[src/rtl/gpio_edge_bank.sv]
module gpio_edge_bank #(
  parameter int NLINES   = 32,
  parameter bit REVERSED = 1'b0,
  parameter int NCPU     = 2,
  parameter bit PERCPU   = 1'b1,
  parameter int AW       = 5
) (
  input  logic              clk,
  input  logic              rst_n,
  input  logic              reg_we,
  input  logic              cpu_win,
  input  logic [AW-1:0]     reg_addr,
  input  logic [31:0]       reg_wdata,
  output logic [31:0]       reg_rdata,
  input  logic [NLINES-1:0] pin_in,
  output logic [NLINES-1:0] pin_out,
  output logic [NLINES-1:0] pin_oe,
  output logic              irq_any,
  output logic [NCPU-1:0]   irq_cpu
);
  localparam logic [31:0] LMASK = 32'hFFFF_FFFF >> (32 - NLINES);

  function automatic logic [31:0] swz(input logic [31:0] v);
    swz = REVERSED ? v : {v[7:0], v[15:8], v[23:16], v[31:24]};
  endfunction

  logic [31:0] sel_q, dir_q, out_q, st_q;
  logic [63:0] mode_q;
  logic [31:0] s1, s2, s3;
  logic [31:0] rise, fall, hit, line_en, wr_clr, dval;
  logic [31:0] mask_q [NCPU];

  wire wr_main = reg_we && !cpu_win;
  wire wr_sel  = wr_main && reg_addr == AW'('h00);
  wire wr_dir  = wr_main && reg_addr == AW'('h08);
  wire wr_dat  = wr_main && reg_addr == AW'('h0C);
  wire wr_st   = wr_main && reg_addr == AW'('h10);
  wire wr_m0   = wr_main && reg_addr == AW'('h14);
  wire wr_m1   = wr_main && reg_addr == AW'('h18);

  assign rise   = s2 & ~s3;
  assign fall   = ~s2 & s3;
  assign wr_clr = wr_st ? swz(reg_wdata) : '0;
  assign dval   = (dir_q & out_q) | (~dir_q & s2);

  for (genvar n = 0; n < 32; n++) begin : g_line
    localparam int F = REVERSED ? n : ((((n / 8) ^ 1) * 8) + (n % 8));
    assign hit[n]     = (mode_q[2*F+1] & rise[n]) | (mode_q[2*F] & fall[n]);
    assign line_en[n] = |mode_q[2*F +: 2];
  end

  always_ff @(posedge clk) begin
    if (!rst_n) begin
      sel_q  <= '0;
      dir_q  <= '0;
      out_q  <= '0;
      st_q   <= '0;
      mode_q <= '0;
      s1     <= '0;
      s2     <= '0;
      s3     <= '0;
    end else begin
      s1 <= 32'(pin_in);
      s2 <= s1;
      s3 <= s2;
      st_q <= ((st_q & ~wr_clr) | hit) & LMASK;
      if (wr_sel) sel_q <= reg_wdata;
      if (wr_dir) dir_q <= swz(reg_wdata) & LMASK;
      if (wr_dat) out_q <= swz(reg_wdata) & LMASK;
      if (wr_m0)  mode_q[31:0]  <= reg_wdata;
      if (wr_m1)  mode_q[63:32] <= reg_wdata;
    end
  end

  for (genvar c = 0; c < NCPU; c++) begin : g_cpu
    if (PERCPU) begin : g_reg
      always_ff @(posedge clk) begin
        if (!rst_n)
          mask_q[c] <= LMASK;
        else if (reg_we && cpu_win && reg_addr == AW'(4 * c))
          mask_q[c] <= swz(reg_wdata) & LMASK;
      end
    end else begin : g_fix
      assign mask_q[c] = LMASK;
    end
    assign irq_cpu[c] = |(st_q & mask_q[c]);
  end

  always_comb begin
    reg_rdata = '0;
    if (cpu_win) begin
      for (int c = 0; c < NCPU; c++)
        if (PERCPU && reg_addr == AW'(4 * c)) reg_rdata = swz(mask_q[c]);
    end else begin
      case (reg_addr)
        AW'('h00): reg_rdata = sel_q;
        AW'('h08): reg_rdata = swz(dir_q);
        AW'('h0C): reg_rdata = swz(dval);
        AW'('h10): reg_rdata = swz(st_q);
        AW'('h14): reg_rdata = mode_q[31:0];
        AW'('h18): reg_rdata = mode_q[63:32];
        default:   reg_rdata = '0;
      endcase
    end
  end

  assign irq_any = |st_q;
  assign pin_out = out_q[NLINES-1:0];
  assign pin_oe  = dir_q[NLINES-1:0];
endmodule

[config.mk]
export PLATFORM = sky130hd
export DESIGN_NAME = gpio_edge_bank
export DESIGN_NICKNAME = d
export VERILOG_FILES = /design/src/rtl/gpio_edge_bank.sv
export SDC_FILE = /design/constraint.sdc
export NUM_CORES = 1
export LEC_CHECK = 0
export ABC_AREA = 1
export BUFFER_PORTS_ARGS = -buffer_cell sky130_fd_sc_hd__buf_2
export CAP_MARGIN = 10
export CELL_PAD_IN_SITES_DETAIL_PLACEMENT = 1
export CELL_PAD_IN_SITES_GLOBAL_PLACEMENT = 1
export CORE_MARGIN = 2
export CORE_UTILIZATION = 40
export DETAILED_ROUTE_END_ITERATION = 7
export PLACE_DENSITY_LB_ADDON = 0.1
export SKIP_LAST_GASP = 1
export SLEW_MARGIN = 15
export SYNTH_ARGS = -nofsm -noshare
export SYNTH_HDL_FRONTEND = slang
export SYNTH_SLANG_ARGS = --single-unit
[constraint.sdc]
create_clock -name clk -period 4.5 [get_ports clk]
set_input_delay 0.675 -clock clk [delete_from_list [all_inputs] [get_ports clk]]
set_output_delay 0.675 -clock clk [all_outputs]
set_load 0.005 [all_outputs]
== Word-level counts from Yosys, hierarchy flattened ==
Memory sizes are Yosys's and may differ from the RTL's.
Index checks and enable logic that the tools add are counted.

* Reductions and logical operators: 15
* Eq/ne operators: 6
* Bitwise gates (word level): 111
* Muxes and demuxes: 14

{| class="wikitable"
|+ Operators by type and width
! operator !! count
|-
| $and 32x32->32 || 7
|-
| $mux 32 || 6
|-
| $pmux 32 s6 || 1
|-
| $not 32->32 || 4
|-
| $reduce_or 32->1 || 3
|-
| $and 1x1->1 || 64
|-
| $or 32x32->32 || 2
|-
| $or 1x1->1 || 34
|-
| $eq 5x5->1 const B || 3
|-
| $eq 5x4->1 const B || 2
|-
| $logic_and 1x1->1 || 10
|-
| $mux 1 || 7
|-
| $eq 5x3->1 const B || 1
|-
| $logic_not 5->1 || 1
|-
| $logic_not 1->1 || 1
|}

* Input port bits: 73
* Register bits: 288
* Memories: 1
* Memory bits (writable): 64
* Output and inout bits: 99
* Word-level logic and storage cells: 156

{| class="wikitable"
|+ Memory list
! memory !! depth !! width !! rd ports !! clocked after memory_dff !! wr ports !! line !! text
|-
| mask_q || 2 || 32 || 2 || 0 || 2 || 31 || <nowiki>logic [31:0] mask_q [NCPU];</nowiki>
|}

== Depth between registers and ports, before layout ==
* Depth after elaboration: 7
* Mapped depth: 8

== Worst setup path after synthesis ==
OpenSTA, ideal clock, no wires.

* Path kind: input to register
* Start: in reg_addr[1]
* End: mem mask_q[0][0], enable pin
* Arrival time: 3,715 ps
* Slack: 319 ps
* Stages: 6
* Cell sequence: nor2_4 -> nand2_1 -> nor2_4 -> inv_2 -> clkbuf_1 -> o21ai_0

{| class="wikitable"
|+ RTL lines
! item !! line !! text
|-
| start, declared || 12 || <nowiki>input logic [AW-1:0] reg_addr,</nowiki>
|-
| end, declared || 31 ||
|}

== Worst setup path in the final report ==
* Start: in reg_addr[1]
* End: out reg_rdata[20]

* Cells in the longest elaborated chain, start to end: 4

{| class="wikitable"
|+ RTL lines
! item !! line !! text
|-
| branches (longest 3 deep; another with $pmux 32 s6) || n/a ||
|-
| $mux 32 * || 91 || <nowiki>if (cpu_win) begin</nowiki>
|-
| end, declared || 14 || <nowiki>output logic [31:0] reg_rdata,</nowiki>
|}

Mark *: on every way between the ends.

==> results.yml <==
status:
  outcome: "completed"
yosys:
  syn_inst: 2153
  synth_ff_type: "dfxtp_1"
  synth_most_common_cell: "nand2_1"
  syn_area_per_cell_um2: 7.25
  synth_edf_count: 64
  synthArstFlopShare: 0
  synthDistinctLibCells: 24
  syn-num-nets: 2226
  synthSimpleGateAreaFrac: 0.247
  ys_seq_area_frac: 0.493
  synth_area_leaders: "dfxtp_1, edfxtp_1, nand2_1"
  synth_area_um2: 15600
  ys_warn_count: 0
  ys_seq_elements: 352
  synthMuxAreaShare: 0
  synth_top_family_by_area: "simple AND/OR/NAND/NOR gates"
  synth_adder_area_share: 0
  synthXorXnorAreaFrac: 0
  synth_compound_area_frac: 0.151
  synth_area_leader_cell: "dfxtp_1"
  synth_common_cells: "nand2_1, nor2_1, inv_1, dfxtp_1, o21ai_0"
  synth_top_area_frac: 0.370
finish:
  instances_no_fill: 2816
  layout.nets: 2339
  synthToLayoutAreaGrowth_pct: 16.7
  drive_above_1_share: 0.124
sta:
  setup_violations: 0
  finClkSkew_ns: 0.0206
  min_period_ns: 3.43
  tightest_slew_ns: 1.23
  slew_viol_final: 0
  fin_ws_ns: 1.07
  tns_ns: 0
  max_freq_ghz: 0.292
  period_share: 0.761
  final-hold-violation-count: 0
  maxSlewHeadroom: 0.178
  rsz0062_at_grt: "false"
floorplan:
  die_h_um: 201
  rows: 72
  initial_core_util: 0.405
  die_area_um2: 40600
  pin_count: 172
  coreArea_um2: 38600
  die_w_um: 201
power_and_ir_drop:
  finalPower_mw: 7.12
  power.density_nw_per_um2: 391
  ir_drop_mv: 0.245
  power_leakage_nw: 8.09
critical_path:
  arrival_ns: 2.75
  crit_type: "input port to primary output"
  worst-path-stages: 9
  cp.required_ns: 3.83
  reg2regPathDepth: 3
  slowest_delay_ns: 0.49
  start_kind: "input port"
  path_cells: "buf_2 -> nor2_4 -> buf_12 -> nand3b_1 -> buf_4 -> nor2_1 -> nor2_1 -> a21oi_1 -> buf_2"
  cp_max_fo: 135
  crit_family: "buffers and inverters"
  path_buf_inv: 4
  endpoint_kind: "primary output"
  worst_path_max_delay_cell: "buf_12"
detailed_routing:
  drt-initial-drc-count: 1600
  drc: 0
  vias: 15791
  vias_per_cell: 5.61
  wire_per_inst_um: 24.1
  wirelength_um: 68000
  drt_first_pass_iters: 5
  final_antenna_net_count: 0
place:
  dpl.cell_count: 2741
  port_buffers: 171
  pre_cts_slack_ns: 1.13
  dp_hpwl_um: 48100
  place_congestion: 0.932
clock_network:
  cts_setup_buffers: 0
  cts_hold_buf: 0
  clk_latency_ns: 0.58
  cts_root_buf: "clkbuf_16"
  cts_max_path_buffers: 3
  cts.sinks: 352
  cts_resized: 0
  clk_pin_slew_worst_paths_ns: 0.05
  cts_tree: "yes"
  cts_made_buffers: 41
  htreeDepth: 2
hold_path:
  min_path_type: "input port to flip-flop"
  hold_depth: 3
grt:
  grt_pass1_vias: 15000
  grt_pass1_wl_um: 99200
  grtUsageTotal: 0.331
  grt_overflow: 0
  antenna_found_initial: 3
  grt_max_degree: 166
job:
  maxCapViolCount: 0
## logic make-up (layout without fill, tap and decap cells)
logic type | after synthesis | in the layout
AOI/OAI and AO/OA | 459 | 459
buffers and inverters | 441 | 584
DFF | 352 | 352
other | 0 | 2
and+or+nand+nor | 901 | 901
## state kept, by name, indices dropped and copies added, names as in the netlist
name,count
s2,32
pin_oe,32
sel_q,32
pin_out,32
st_q,32
s1,32
mask_q,64
mode_q,64
s3,32
## worst paths after layout
| kind | from | to | slack (ns) |
|---|---|---|---|
| worst min-delay path | pin_in[2] | s1[2]$_SDFF_PN0_ | 0.29 |
| worst max register to register | s2[9]$_SDFF_PN0_ | st_q[9]$_SDFF_PN0_ | 3.16 |
| worst min register to register | s1[29]$_SDFF_PN0_ | s2[29]$_SDFF_PN0_ | 0.41 |
| worst max-delay path | reg_addr[1] | reg_rdata[20] | 1.07 |
## where the power goes
part           switching [mW]  total, mW  internal [mW]
Sequential             0.0537       3.34           3.28
Clock                    1.38       3.31           1.93
Combinational           0.361      0.474          0.114
## through the flow
step	hold slack [ns]	utilization	area, um2
detailed placement	0.398	0.438	16900
global placement	0.394	0.438	16900
global route	0.295	0.472	18200
floorplan	0.390	-	15600
CTS	0.274	0.472	18200
finish	0.291	0.472	18200
## worst register-to-register path, stage by stage (launching register included)
cell     delay [ns]
dfxtp_1        0.43
nor3_1         0.09
a31oi_1        0.53
a21oi_1        0.16
## placed cells by master, fill, tap and decap left out, drive strengths merged, types with 2 or more instances in the layout
cell type,instances
nor3,34
nand2,383
a31oi,32
buf,202
diode,2
o22ai,13
nor2,321
clkbuf,61
inv,308
nand4,138
a21oi,163
clkinv,12
edfxtp,64
dfxtp,288
nand3,24
o21ai,250
## per-layer routing
layer | GRT usage | wire, um
met1 | 0.500 | 31400
met2 | 0.460 | 27800
met3 | 0.0884 | 7480
met4 | 0.0864 | 1240
met5 | 0 | 0
## final cells by class
type	instances	area [um2]
fill	4954	20400
clock inverter	12	97.6
antenna	2	5.00
timing repair buffer	202	1130
sequential	352	7690
tap	518	648
multi-input combinational	1360	6240
clock buffer	61	1220
inverter	309	1160
Power figures use the tool's default switching activity.
